==> config.mk <==
export PLATFORM = sky130hd
export DESIGN_NAME = vec_red_unit
export DESIGN_NICKNAME = d
export VERILOG_FILES = /design/src/rtl/vec_red_unit.sv
export SDC_FILE = /design/constraint.sdc
export NUM_CORES = 1
export LEC_CHECK = 0
export ABC_CLOCK_PERIOD_IN_PS = 5600
export BUFFER_PORTS_ARGS = -buffer_cell sky130_fd_sc_hd__clkbuf_2
export CAP_MARGIN = 10
export CELL_PAD_IN_SITES_DETAIL_PLACEMENT = 1
export CELL_PAD_IN_SITES_GLOBAL_PLACEMENT = 1
export CORE_AREA = 4 4 310 220
export CTS_CLUSTER_SIZE = 12
export DETAILED_ROUTE_END_ITERATION = 10
export DIE_AREA = 0 0 314 224
export GPL_TIMING_DRIVEN = 0
export PLACE_DENSITY_LB_ADDON = 0.1
export SLEW_MARGIN = 20
export SYNTH_ARGS = -nofsm -noshare
export SYNTH_HDL_FRONTEND = slang
export SYNTH_SLANG_ARGS = --single-unit
==> constraint.sdc <==
create_clock -name clk -period 5.6 [get_ports clk]
set_clock_uncertainty 0.1 [all_clocks]
set_input_delay 0.56 -clock clk [delete_from_list [all_inputs] [get_ports clk]]
set_output_delay 0.56 -clock clk [all_outputs]
set_load 0.05 [all_outputs]
==> src/rtl/vec_red_unit.sv <==
module vec_red_unit #(
  parameter int ELEN = 64,
  parameter int MAXE = 64,
  localparam int IW = $clog2(MAXE),
  localparam int VW = $clog2(MAXE + 1)
) (
  input  logic            clk,
  input  logic            rst_n,
  input  logic            start,
  input  logic [3:0]      op,
  input  logic [1:0]      sew,
  input  logic [1:0]      lmul,
  input  logic [VW-1:0]   vl,
  input  logic [VW-1:0]   vstart,
  input  logic            vec_en,
  input  logic            vill,
  input  logic [4:0]      vs2_idx,
  input  logic            vm,
  input  logic [MAXE-1:0] mask,
  input  logic [ELEN-1:0] seed,
  output logic            elem_rd,
  output logic [IW-1:0]   elem_idx,
  input  logic [ELEN-1:0] elem_data,
  output logic            busy,
  output logic            done,
  output logic            illegal,
  output logic            wr_en,
  output logic [ELEN-1:0] result
);

  typedef enum logic [1:0] {S_IDLE, S_CHECK, S_RUN, S_DONE} st_t;

  st_t             st;
  logic [3:0]      op_q;
  logic [1:0]      sew_q, lmul_q;
  logic [VW-1:0]   vl_q, vst_q;
  logic            ven_q, vill_q, vm_q, ill_q, wr_q;
  logic [4:0]      vs2_q;
  logic [MAXE-1:0] mask_q;
  logic [ELEN-1:0] seed_q, acc, nxt;
  logic [IW-1:0]   idx;

  function automatic logic [ELEN-1:0] lowmask(input int bits);
    if (bits >= ELEN) return '1;
    return (ELEN'(1) << bits) - ELEN'(1);
  endfunction

  function automatic logic [ELEN-1:0] sext(input logic [ELEN-1:0] x, input int bits);
    logic [ELEN-1:0] m;
    m = lowmask(bits);
    return x[bits-1] ? (x | ~m) : (x & m);
  endfunction

  int              sb;
  logic            widen, bad, active, last;
  logic [ELEN-1:0] m1, m2, ea, aa, es, as_;

  assign sb     = 32'd8 << sew_q;
  assign widen  = (op_q == 4'd8) || (op_q == 4'd9);
  assign m1     = lowmask(sb);
  assign m2     = lowmask(2 * sb);
  assign ea     = elem_data & m1;
  assign aa     = acc & m1;
  assign es     = sext(elem_data, sb);
  assign as_    = sext(acc, sb);
  assign active = vm_q || mask_q[idx];
  assign last   = ({1'b0, idx} == IW'(vl_q - VW'(1)));

  assign bad = !ven_q || vill_q || (vst_q != '0)
             || ((vs2_q & ((5'd1 << lmul_q) - 5'd1)) != 5'd0)
             || (op_q > 4'd9)
             || (widen && (2 * sb > ELEN));

  always_comb begin
    unique case (op_q)
      4'd0: nxt = (acc + elem_data) & m1;
      4'd1: nxt = aa & ea;
      4'd2: nxt = aa | ea;
      4'd3: nxt = aa ^ ea;
      4'd4: nxt = (ea < aa) ? ea : aa;
      4'd5: nxt = ($signed(es) < $signed(as_)) ? ea : aa;
      4'd6: nxt = (ea > aa) ? ea : aa;
      4'd7: nxt = ($signed(es) > $signed(as_)) ? ea : aa;
      4'd8: nxt = (acc + ea) & m2;
      4'd9: nxt = (acc + es) & m2;
      default: nxt = acc;
    endcase
  end

  always_ff @(posedge clk or negedge rst_n) begin
    if (!rst_n) begin
      st <= S_IDLE;
      op_q <= '0; sew_q <= '0; lmul_q <= '0; vl_q <= '0; vst_q <= '0;
      ven_q <= 1'b0; vill_q <= 1'b0; vm_q <= 1'b1; vs2_q <= '0;
      mask_q <= '0; seed_q <= '0; acc <= '0; idx <= '0;
      ill_q <= 1'b0; wr_q <= 1'b0;
    end else begin
      unique case (st)
        S_IDLE: if (start) begin
          op_q <= op; sew_q <= sew; lmul_q <= lmul; vl_q <= vl; vst_q <= vstart;
          ven_q <= vec_en; vill_q <= vill; vm_q <= vm; vs2_q <= vs2_idx;
          mask_q <= mask; seed_q <= seed;
          st <= S_CHECK;
        end
        S_CHECK: begin
          idx <= '0;
          acc <= seed_q & (widen ? m2 : m1);
          ill_q <= bad;
          wr_q <= !bad && (vl_q != '0);
          st <= (bad || vl_q == '0) ? S_DONE : S_RUN;
        end
        S_RUN: begin
          if (active) acc <= nxt;
          idx <= idx + IW'(1);
          if (last) st <= S_DONE;
        end
        default: st <= S_IDLE;
      endcase
    end
  end

  assign busy     = (st != S_IDLE);
  assign done     = (st == S_DONE);
  assign illegal  = done && ill_q;
  assign wr_en    = done && wr_q;
  assign result   = acc;
  assign elem_rd  = (st == S_RUN);
  assign elem_idx = idx;

endmodule


Word-level counts from Yosys, hierarchy flattened
Index checks and enable logic that the tools add are counted.
W data, S select, Z words.
- add/sub/neg operators: 9
- order comparisons: 10
- eq/ne operators: 17
- shift operators: 4
- multiplexer cells: 29
- bitwise gates (word level): 13
- reduce and logical (&&, ||, !) cells: 25
- operators by type and width (cell ; number):
    $mux W64 ; 12
    $pmux W64 S10 ; 1
    $and A64 B64 Y64 ; 7
    $add A64 B64 Y64 ; 3
    $or A64 B64 Y64 ; 3
    $gt A64 B64 Y1 ; 2
    $lt A64 B64 Y1 ; 2
    $pmux W64 S2 ; 1
    $shl A1 B32 Y64 const A ; 2
    $sub A64 B2 Y64 const B ; 2
    $ge A32 B8 Y1 const B ; 2
    $not A64 Y64 ; 1
    $xor A64 B64 Y64 ; 1
    $gt A32 B8 Y1 const B ; 1
    $lt A32 B8 Y1 const B ; 1
    $shl A4 B2 Y32 const A ; 1
    $sub A32 B2 Y32 const B ; 1
    $bmux W1 S6 ; 3
    $eq A4 B3 Y1 const B ; 4
    $reduce_bool A7 Y1 ; 2
    $pmux W6 S2 ; 1
    $ne A11 B1 Y1 const B ; 1
    $eq A4 B2 Y1 const B ; 2
    $eq A4 B4 Y1 const B ; 2
    26 further kinds ; 49
- flip-flop bits (word level): 232
- input port bits: 225
- output and inout bits: 75
- logic and storage cells: 123

Longest topological paths before layout
Gate-level depths: netlist (run 1).
- depth in word-level cells: 12
- mapped depth: 25

Worst setup path before layout (run 1)
OpenSTA, ideal clock, no wires.
- path type: reg-to-reg
- from: register sew_q[1]
- to: register acc[51], in the netlist result[51]
- library setup time: 0.132 ns
- arrival time: 5.641 ns
- data required time: 5.368 ns
- slack: -0.273 ns
- cell stages (with the launch flop): 24
- period minus slack after synthesis: 5.873 ns
- path through: dfrtp_1 -> or2_2 -> clkbuf_1 -> clkbuf_1 -> clkbuf_1 -> ha_1 -> mux4_2 -> nand2b_1 -> clkbuf_1 -> inv_1 -> nand3_1 -> clkbuf_1 -> nand2_1 -> ha_1 -> clkbuf_1 -> nand4_1 -> or3_1 -> or3_1 -> o21ai_0 -> a31oi_1 -> o21ai_0 -> xor2_1 -> a221oi_1 -> a21oi_1
- longest elaborated chain between the ends: 12
- elaborated cells on any way between the ends: 46
- those cells by class: add/sub (5); order compare (6); shift (3); mux (20); bitwise (12)
- RTL lines (item ; RTL line ; text):
    start: declaration ; 35 ; logic [1:0] sew_q, lmul_q;
    start signal: assignment ; 100 ; op_q <= op; sew_q <= sew; lmul_q <= lmul; vl_q <= vl; vst_q <= vstart;
    $shl A4 B2 Y32 * ; 58 ; assign sb = 32'd8 << sew_q;
    parallel branches: the longest is 10 deep, another holds $add A64 B64 Y64 ; -- ;
    $pmux W64 S2 * ; 98 ; unique case (st)
    end signal: assignment ; 107 ; acc <= seed_q & (widen ? m2 : m1);
    end signal: assignment ; 113 ; if (active) acc <= nxt;
    end: declaration ; 40 ; logic [ELEN-1:0] seed_q, acc, nxt;
Every way passes the cells marked *. The select of a mux whose other input is x is not followed.
A chain may end at the register's enable or synchronous reset.

Worst setup path after layout (run 1)
- from: register sew_q[1]
- to: register acc[61], in the netlist result[61]
The elaborated chain is that of the path after synthesis.

==> report_table.html, run 1 <==
<table>
<tr><th>Metric</th><th>Value</th></tr>
<tr><th colspan="2">Status</th></tr>
<tr><td>Outcome</td><td>finished, violations left</td></tr>
<tr><td>Failing checks</td><td>negative setup slack</td></tr>
<tr><th colspan="2">Cells and area</th></tr>
<tr><td>Layout overhead on the synthesized area</td><td>25.8%</td></tr>
<tr><td>Fraction of layout instances using a drive strength above 1</td><td>0.242</td></tr>
<tr><td># nets final</td><td>about 4400</td></tr>
<tr><th colspan="2">Route</th></tr>
<tr><td>Violation count after the first detailed-routing iteration</td><td>3565</td></tr>
<tr><td>Iteration count of the initial detailed-routing pass</td><td>5</td></tr>
<tr><td>Post-route DRC</td><td>0</td></tr>
<tr><td>DR vias</td><td>roughly 31000</td></tr>
<tr><td>Post-Route WL</td><td>148000 um</td></tr>
<tr><td>Number of nets with antenna violations after detailed routing</td><td>0</td></tr>
<tr><td>Via density</td><td>between 6 and 7</td></tr>
<tr><td>Avg WL per Cell</td><td>~32 um</td></tr>
<tr><th colspan="2">Synthesis</th></tr>
<tr><td>Mean cell area of the mapped netlist</td><td>roughly 7.9 um2</td></tr>
<tr><td>Post-Synthesis Net Count</td><td>between 3000 and 4000</td></tr>
<tr><td>Synth unique cells</td><td>86</td></tr>
<tr><td>Yosys warns</td><td>0</td></tr>
<tr><td>Cell with the most instances after synthesis</td><td>sky130_fd_sc_hd__nand2_1</td></tr>
<tr><td>Leading cell types by count after synthesis</td><td>sky130_fd_sc_hd__nand2_1, sky130_fd_sc_hd__a21oi_1, sky130_fd_sc_hd__ha_1</td></tr>
<tr><td>Top area cells in the synthesized netlist</td><td>sky130_fd_sc_hd__dfrtp_1, sky130_fd_sc_hd__ha_1, sky130_fd_sc_hd__a21oi_1</td></tr>
<tr><td>Portion of the post-synthesis area used by sequential elements</td><td>0.217</td></tr>
<tr><td>Area fraction of the dominant cell type after synthesis</td><td>0.216</td></tr>
<tr><td>Async SR Flop Fraction</td><td>1.00</td></tr>
<tr><td>Syn Std Cell Area</td><td>26500 um2</td></tr>
<tr><td>Top_reg_cell synth</td><td>sky130_fd_sc_hd__dfrtp_1</td></tr>
<tr><td>Library cell with the largest summed area after synthesis</td><td>sky130_fd_sc_hd__dfrtp_1</td></tr>
<tr><td>Count of mapped cells out of synthesis</td><td>between 3000 and 4000</td></tr>
<tr><td>Post-synth EDFFs</td><td>0</td></tr>
<tr><td>Total of flip-flops plus latches after synthesis</td><td>230</td></tr>
<tr><th colspan="2">GRT</th></tr>
<tr><td>Antenna violations before repair</td><td>15</td></tr>
<tr><td>Largest net degree at the start of global routing</td><td>between 70 and 80</td></tr>
<tr><td>Number of global-route vias before repair</td><td>30170</td></tr>
<tr><td>Combined global-route utilization of all metal layers</td><td>0.399</td></tr>
<tr><td>Global-route wire length before repair</td><td>209000 um</td></tr>
<tr><td>Total global routing overflow</td><td>0</td></tr>
<tr><th colspan="2">CTS</th></tr>
<tr><td>Clock insertion delay at the later pin of the skew report</td><td>0.64 ns</td></tr>
<tr><td>CTS clk-pin slew, worst paths</td><td>roughly 0.06 ns</td></tr>
<tr><td>Clk Tree Root Cell</td><td>sky130_fd_sc_hd__clkbuf_16</td></tr>
<tr><td>CTS tree</td><td>yes</td></tr>
<tr><td>Depth of the CTS H-tree</td><td>1</td></tr>
<tr><td>CTS sink cnt</td><td>230</td></tr>
<tr><td>Inserted Clock Buffers</td><td>29</td></tr>
<tr><td>Clock tree buffer depth</td><td>3</td></tr>
<tr><th colspan="2">Timing</th></tr>
<tr><td>Final setup slack of the worst path</td><td>-0.323 ns</td></tr>
<tr><td>Fmax</td><td>169 MHz</td></tr>
<tr><td>Final number of hold-violating endpoints</td><td>0</td></tr>
<tr><td>Tcrit/Tclk final</td><td>1.06</td></tr>
<tr><td>Unrepaired setup endpoints after global routing</td><td>true</td></tr>
<tr><td>Setup violations, final</td><td>63</td></tr>
<tr><td>Post-route setup TNS</td><td>-12.31 ns</td></tr>
<tr><td>Worst slew slack as a fraction of its limit</td><td>0.104</td></tr>
<tr><td>Transition time at the pin with the least slew margin</td><td>1.32 ns</td></tr>
<tr><td>Max-slew violation count</td><td>0</td></tr>
<tr><td>Time the worst path needs with I/O delays and setup</td><td>about 6 ns</td></tr>
<tr><th colspan="2">Run</th></tr>
<tr><td>Number of max-cap violations</td><td>0</td></tr>
<tr><th colspan="2">Hold path</th></tr>
<tr><td>Worst hold-check path type</td><td>input pin to flop</td></tr>
<tr><th colspan="2">Critical path</th></tr>
<tr><td>Setup Crit Path Kind</td><td>flop to flop</td></tr>
<tr><td>Biggest fanout along the worst timing path</td><td>10</td></tr>
<tr><td>Nature of the critical path endpoint</td><td>flop</td></tr>
<tr><td>Arrival time of the worst setup path</td><td>~6.3 ns</td></tr>
<tr><td>Required time of the critical path</td><td>about 6.0 ns</td></tr>
<tr><td>Category of the worst setup path launch point</td><td>flop</td></tr>
<tr><th colspan="2">Floorplan</th></tr>
<tr><td>Die Footprint</td><td>between 70000 and 80000 um2</td></tr>
<tr><td>Io pins</td><td>300</td></tr>
<tr><td>Width of the die</td><td>314 um</td></tr>
<tr><td>Initial Utilization</td><td>0.409</td></tr>
<tr><td>Standard-cell rows</td><td>between 70 and 80</td></tr>
<tr><td>Height of the die</td><td>about 220 um</td></tr>
<tr><td>Area of the core region</td><td>around 65000 um2</td></tr>
<tr><th colspan="2">Placement</th></tr>
<tr><td>DPL Wire Length</td><td>around 120000 um</td></tr>
<tr><td>Count of port buffers added during placement</td><td>~300</td></tr>
<tr><td>Routability congestion estimate from global placement</td><td>slightly above 1</td></tr>
</table>
## metal layers
layer | up-vias | GRT usage | routed length, um
li1 | 13018 | - | -
met1 | 15317 | 0.575 | 63900
met2 | 1834 | 0.582 | 60600
met3 | 325 | 0.112 | 18300
met4 | 20 | 0.113 | 5460
met5 | - | 0 | 133
## registers in the layout (all words and copies together), names as in the netlist, 2 cells and up
| register | count |
|---|---|
| result | 64 |
| elem_idx | 6 |
| vst_q | 7 |
| seed_q | 64 |
| mask_q | 64 |
| st | 2 |
| sew_q | 2 |
| lmul_q | 2 |
| vl_q | 7 |
| vs2_q | 3 |
| op_q | 4 |
## critical path, stage by stage, from the launching register on
cell and delay [ns]:
sky130_fd_sc_hd__dfrtp_2 0.46, sky130_fd_sc_hd__clkbuf_16 0.17, sky130_fd_sc_hd__clkbuf_16 0.14, sky130_fd_sc_hd__clkbuf_16 0.13
sky130_fd_sc_hd__nand2b_4 0.15, sky130_fd_sc_hd__ha_4 0.31, sky130_fd_sc_hd__buf_4 0.11, sky130_fd_sc_hd__mux4_2 0.35
sky130_fd_sc_hd__and2_1 0.31, sky130_fd_sc_hd__clkbuf_4 0.28, sky130_fd_sc_hd__nor2_1 0.28, sky130_fd_sc_hd__ha_4 0.18
sky130_fd_sc_hd__nand4_1 0.09, sky130_fd_sc_hd__buf_4 0.17, sky130_fd_sc_hd__nor4bb_4 0.40, sky130_fd_sc_hd__and2_4 0.27
sky130_fd_sc_hd__and3_4 0.21, sky130_fd_sc_hd__o2bb2ai_4 0.16, sky130_fd_sc_hd__o21a_1 0.20, sky130_fd_sc_hd__nor2_2 0.07
sky130_fd_sc_hd__a211o_4 0.37, sky130_fd_sc_hd__buf_12 0.16, sky130_fd_sc_hd__buf_12 0.14, sky130_fd_sc_hd__a211oi_4 0.37
sky130_fd_sc_hd__a31oi_1 0.15
## cells by family after synthesis
family | share of synthesized area
mux | 0.0891
fa+ha+maj | 0.184
simple gates | 0.177
compound gates | 0.238
xor+xnor | 0.0370
flops | 0.217
buf+inv | 0.0578
## stage by stage
step | area (um2) | std cells | setup WS (ns) | hold slack, ns | utilization
6_report | 33400 | 4680 | -0.323 | 0.0563 | 0.515
5_1_grt | 33400 | 4675 | -0.378 | 0.0658 | 0.515
4_1_cts | 32200 | 4642 | -0.150 | 0.0395 | 0.497
3_5_place_dp | 29300 | 4550 | -3.63 | 0.391 | 0.452
3_3_place_gp | 29100 | 4542 | -3.65 | 0.379 | 0.449
2_1_floorplan | 26500 | 3365 | -0.0380 | 0.164 | -
## path summary, 6_finish.rpt
kind                             from  slack, ns    endpoint  depth (start not counted)
hold reg to reg            mask_q[58]       0.40  mask_q[58]                          1
hold / removal                  op[1]       0.06     op_q[1]                          2
max in group asynchronous       rst_n       3.92        vm_q                          4
min in group asynchronous       rst_n       0.38  seed_q[56]                          2
setup reg to reg             sew_q[1]      -0.32  result[61]                         24
setup / recovery             sew_q[1]      -0.32  result[61]                         24
## placed cells by master, fill, tap and decap left out, types with 12 or more instances in the layout
cell type / count
sky130_fd_sc_hd__nand2_1: 443
sky130_fd_sc_hd__a21oi_1: 377
sky130_fd_sc_hd__ha_1: 349
sky130_fd_sc_hd__clkbuf_2: 310
sky130_fd_sc_hd__dfrtp_1: 227
sky130_fd_sc_hd__nor2_1: 225
sky130_fd_sc_hd__inv_1: 185
sky130_fd_sc_hd__mux2_2: 159
sky130_fd_sc_hd__o21ai_0: 134
sky130_fd_sc_hd__clkbuf_1: 132
sky130_fd_sc_hd__nand4_1: 79
sky130_fd_sc_hd__buf_4: 78
sky130_fd_sc_hd__nand3_1: 70
sky130_fd_sc_hd__a21o_1: 59
sky130_fd_sc_hd__xnor2_1: 58
sky130_fd_sc_hd__xor2_1: 49
sky130_fd_sc_hd__clkbuf_16: 43
sky130_fd_sc_hd__o211ai_1: 38
sky130_fd_sc_hd__a31oi_1: 37
sky130_fd_sc_hd__nor3_1: 32
sky130_fd_sc_hd__o22ai_1: 31
sky130_fd_sc_hd__ha_4: 29
sky130_fd_sc_hd__o21a_1: 25
sky130_fd_sc_hd__a21oi_2: 24
sky130_fd_sc_hd__a211oi_1: 22
sky130_fd_sc_hd__mux4_2: 21
sky130_fd_sc_hd__and3_1: 21
sky130_fd_sc_hd__nor2b_1: 21
sky130_fd_sc_hd__a221oi_2: 21
sky130_fd_sc_hd__o21bai_1: 19
sky130_fd_sc_hd__a221oi_1: 19
sky130_fd_sc_hd__buf_12: 19
sky130_fd_sc_hd__a22oi_1: 19
sky130_fd_sc_hd__o31ai_1: 17
sky130_fd_sc_hd__or3_1: 16
sky130_fd_sc_hd__o221ai_1: 16
sky130_fd_sc_hd__nand2b_1: 15
sky130_fd_sc_hd__o21ai_1: 15
sky130_fd_sc_hd__and2_1: 12
sky130_fd_sc_hd__a22oi_2: 12
## repair_timing
item | CTS | global route
hold buffers | 1 | 0
gates resized for setup | 285 | 156
endpoints found under the hold margin | 52 | 0
pin swaps | 68 | 104
setup endpoints to repair | 64 | 64
gates cloned | 4 | 5
buffers inserted | 61 | 34
## area by class of cell
type | instances | area [um2]
timing repair buffer | 407 | 2710
sequential | 230 | 5760
multi-input combinational | 2733 | 20900
tap | 880 | 1100
inverter | 187 | 703
clock inverter | 18 | 278
buffer | 188 | 1170
clock buffer | 32 | 757
fill | 7850 | 31400
antenna | 5 | 12.5
Power of run 1 is left out: the tool's default activity adds up to more than one toggle a clock period on the data nets, which glitch-free logic cannot reach.
==> run 2: changes to the inputs <==
--- a/config.mk
+++ b/config.mk
@@ -5,15 +5,15 @@
 export SDC_FILE = /design/constraint.sdc
 export NUM_CORES = 1
 export LEC_CHECK = 0
-export ABC_CLOCK_PERIOD_IN_PS = 5600
+export ABC_CLOCK_PERIOD_IN_PS = 6050
 export BUFFER_PORTS_ARGS = -buffer_cell sky130_fd_sc_hd__clkbuf_2
 export CAP_MARGIN = 10
 export CELL_PAD_IN_SITES_DETAIL_PLACEMENT = 1
 export CELL_PAD_IN_SITES_GLOBAL_PLACEMENT = 1
-export CORE_AREA = 4 4 310 220
+export CORE_AREA = 4 4 296 211
 export CTS_CLUSTER_SIZE = 12
 export DETAILED_ROUTE_END_ITERATION = 10
-export DIE_AREA = 0 0 314 224
+export DIE_AREA = 0 0 300 215
 export GPL_TIMING_DRIVEN = 0
 export PLACE_DENSITY_LB_ADDON = 0.1
 export SLEW_MARGIN = 20
==> constraint.sdc (replaced) <==
create_clock -name clk -period 6.05 [get_ports clk]
set_clock_uncertainty 0.1 [all_clocks]
set_input_delay 0.605 -clock clk [delete_from_list [all_inputs] [get_ports clk]]
set_output_delay 0.605 -clock clk [all_outputs]
set_load 0.05 [all_outputs]
==> run 2 against run 1 <==
Effect of this change: the flow still finishes with violations (negative setup slack); count of clock-buffer cells in the layout increased by 6; setup slack better by 0.25 ns; via count increased by 2.2%; first-iteration DRC count is 25% higher; register-to-register slack better by 0.25 ns; flip-flop and latch count unchanged; final cell count fell by 2.7%; maximum frequency is 3.2% lower; utilization grew 0.82 points; sequential share of layout area grew 1.2 points; largest cell class unchanged; global-route usage up 4.5 points; die area is 8.3% lower.
==> report_table.html, run 2 (synthesis gave the netlist of run 1 again) <==
<table>
<tr><th>Metric</th><th>Value</th></tr>
<tr><th colspan="2">Placement</th></tr>
<tr><td>Count of port buffers added during placement</td><td>297 (unchanged)</td></tr>
<tr><td>DPL Wire Length</td><td>116000 um (+0.57%)</td></tr>
<tr><td>Placed Instances</td><td>4476 (-1.6%)</td></tr>
<tr><td>Placed inst area</td><td>29200 um2 (-0.41%)</td></tr>
<tr><td>Routability congestion estimate from global placement</td><td>1.07 (+5.7%)</td></tr>
<tr><th colspan="2">Cells and area</th></tr>
<tr><td>Non-filler instance count after layout</td><td>4554 (-2.7%)</td></tr>
<tr><td>Layout overhead on the synthesized area</td><td>17.3%</td></tr>
<tr><td>Fraction of layout instances using a drive strength above 1</td><td>0.189 (-0.0534)</td></tr>
<tr><td>Most common library cell in the layout ignoring fill and taps</td><td>sky130_fd_sc_hd__nand2_1</td></tr>
<tr><td>Final core utilization</td><td>0.523 (+0.00818)</td></tr>
<tr><td>Design Area, Final</td><td>31100 um2 (-6.7%)</td></tr>
<tr><td>Commonest non-fill, non-tap cells in the layout</td><td>sky130_fd_sc_hd__nand2_1, sky130_fd_sc_hd__a21oi_1, sky130_fd_sc_hd__ha_1, sky130_fd_sc_hd__clkbuf_2, sky130_fd_sc_hd__nor2_1</td></tr>
<tr><td># nets final</td><td>4336 (-1.2%)</td></tr>
<tr><th colspan="2">Floorplan</th></tr>
<tr><td>Area of the core region</td><td>59500 um2 (-8.2%)</td></tr>
<tr><td>Width of the die</td><td>300 um (-4.5%)</td></tr>
<tr><td>Height of the die</td><td>215 um (-4.0%)</td></tr>
<tr><td>Die Footprint</td><td>64500 um2 (-8.3%)</td></tr>
<tr><td>Io pins</td><td>300 (unchanged)</td></tr>
<tr><td>Initial Utilization</td><td>0.446 (+0.0365)</td></tr>
<tr><td>Standard-cell rows</td><td>75 (-3.8%)</td></tr>
<tr><th colspan="2">CTS</th></tr>
<tr><td>Clk Tree Root Cell</td><td>sky130_fd_sc_hd__clkbuf_16</td></tr>
<tr><td>Depth of the CTS H-tree</td><td>1 (unchanged)</td></tr>
<tr><td>Clock insertion delay at the later pin of the skew report</td><td>0.64 ns (about the same)</td></tr>
<tr><td>Inserted Clock Buffers</td><td>28 (-3.4%)</td></tr>
<tr><td>CTS sink cnt</td><td>230 (unchanged)</td></tr>
<tr><td>Clock tree buffer depth</td><td>3 (unchanged)</td></tr>
<tr><td>CTS clk-pin slew, worst paths</td><td>0.07 ns (about the same)</td></tr>
<tr><td>CTS tree</td><td>yes</td></tr>
<tr><th colspan="2">Route</th></tr>
<tr><td>DR vias</td><td>31186 (+2.2%)</td></tr>
<tr><td>Post-Route WL</td><td>150000 um (+0.93%)</td></tr>
<tr><td>Post-route DRC</td><td>0 (unchanged)</td></tr>
<tr><td>Number of nets with antenna violations after detailed routing</td><td>0 (unchanged)</td></tr>
<tr><td>Via density</td><td>6.85 (+5.0%)</td></tr>
<tr><td>Iteration count of the initial detailed-routing pass</td><td>6 (+1)</td></tr>
<tr><td>Violation count after the first detailed-routing iteration</td><td>4472 (+25%)</td></tr>
<tr><td>Avg WL per Cell</td><td>32.9 um (+3.7%)</td></tr>
<tr><th colspan="2">Critical path</th></tr>
<tr><td>Cell breakdown of the critical path</td><td>or2_4, buf_6, clkbuf_8, ha_4, mux4_2, nand2_8, buf_12, buf_4, nand2_1, ha_1, nand4_1, a21oi_1, o31ai_2, nand4_1, buf_4, o21a_1, o21a_1, a211o_1, buf_6, clkbuf_8, a21oi_1, a31oi_1</td></tr>
<tr><td>Arrival time of the worst setup path</td><td>6.53 ns (+0.24 ns)</td></tr>
<tr><td>Category of the worst setup path launch point</td><td>flop</td></tr>
<tr><td>Setup Crit Path Kind</td><td>flop to flop</td></tr>
<tr><td>Cell at the slowest stage of the critical path</td><td>sky130_fd_sc_hd__mux4_2</td></tr>
<tr><td>Critical path buffers and inverters</td><td>7 (-1)</td></tr>
<tr><td>Nature of the critical path endpoint</td><td>flop</td></tr>
<tr><td>Gate family responsible for the most delay along the worst path</td><td>compound AO/OA/AOI/OAI gates</td></tr>
<tr><td>CP peak stage delay</td><td>0.68 ns (+0.22 ns)</td></tr>
<tr><td>Biggest fanout along the worst timing path</td><td>11 (+1)</td></tr>
<tr><td>Required time of the critical path</td><td>6.46 ns (+0.49 ns)</td></tr>
<tr><th colspan="2">GRT</th></tr>
<tr><td>Antenna violations before repair</td><td>15 (unchanged)</td></tr>
<tr><td>Number of global-route vias before repair</td><td>31223 (+3.5%)</td></tr>
<tr><td>Largest net degree at the start of global routing</td><td>87 (+14%)</td></tr>
<tr><td>Combined global-route utilization of all metal layers</td><td>0.444 (+0.0448)</td></tr>
<tr><td>Global-route wire length before repair</td><td>214000 um (+2.2%)</td></tr>
<tr><td>Total global routing overflow</td><td>0 (unchanged)</td></tr>
<tr><th colspan="2">Timing</th></tr>
<tr><td>Fmax</td><td>163 MHz (-3.2%)</td></tr>
<tr><td>Unrepaired setup endpoints after global routing</td><td>true</td></tr>
<tr><td>Tcrit/Tclk final</td><td>1.01 (-0.0458)</td></tr>
<tr><td>Final setup slack of the worst path</td><td>-0.0719 ns (+0.251 ns)</td></tr>
<tr><td>Worst slew slack as a fraction of its limit</td><td>0.0803 (-0.0241)</td></tr>
<tr><td>Final number of hold-violating endpoints</td><td>0 (unchanged)</td></tr>
<tr><td>Hold slack final</td><td>0.0975 ns (+0.0412 ns)</td></tr>
<tr><td>Time the worst path needs with I/O delays and setup</td><td>6.12 ns (+0.199 ns)</td></tr>
<tr><td>Max-slew violation count</td><td>0 (unchanged)</td></tr>
<tr><td>Transition time at the pin with the least slew margin</td><td>1.37 ns (+0.0404 ns)</td></tr>
<tr><td>Setup violations, final</td><td>15 (-76%)</td></tr>
<tr><th colspan="2">Status</th></tr>
<tr><td>Failing checks</td><td>negative setup slack</td></tr>
<tr><td>Outcome</td><td>finished, violations left</td></tr>
<tr><th colspan="2">Run</th></tr>
<tr><td>Number of max-cap violations</td><td>0 (unchanged)</td></tr>
<tr><th colspan="2">Hold path</th></tr>
<tr><td>Worst hold-check path type</td><td>input pin to flop</td></tr>
</table>
run 2: routing by layer:
layer / vias to the layer above / wire [um] / track usage
li1: 12905 / - / -
met1: 15556 / 60300 / 0.599
met2: 2239 / 59700 / 0.628
met3: 472 / 22200 / 0.181
met4: 14 / 7410 / 0.181
met5: - / 97 / 0
run 2: through the flow:
step           setup WS [ns]  setup TNS, ns
6_report             -0.0719         -0.429
3_5_place_dp           -2.93        -167.18
2_1_floorplan          0.177              0
4_1_cts             -0.00806        -0.0103
5_1_grt              -0.0281        -0.0446
3_3_place_gp           -3.11        -355.15
run 2: final cells by class:
class,count,area (um2)
Antenna cell,6,15.0
Timing Repair Buffer,340,1920
Multi-Input combinational cell,2733,19800
Clock inverter,10,160
Fill cell,7338,28400
Inverter,187,702
Buffer,202,1000
Tap cell,808,1010
Clock buffer,38,778
Sequential cell,230,5760
run 2: worst paths after layout:
path	from	endpoint	slack (ns)	cells past startpoint
worst max-delay path	sew_q[0]	result[55]	-0.07	22
worst min-delay path	mask[11]	mask_q[11]	0.1	2
worst max register to register	sew_q[0]	result[55]	-0.07	22
worst min register to register	vst_q[0]	vst_q[0]	0.40	1
max in group asynchronous	rst_n	seed_q[6]	4.18	5
min in group asynchronous	rst_n	result[59]	0.22	2
run 2: repair_timing:
item	CTS	global route
hold endpoints to repair	42	0
cloned	0	1
pin swaps	17	21
hold buffers	1	0
setup buffers	21	12
gates resized for setup	134	59
setup endpoints to repair	64	64
Power of run 2 is left out for the same reason.
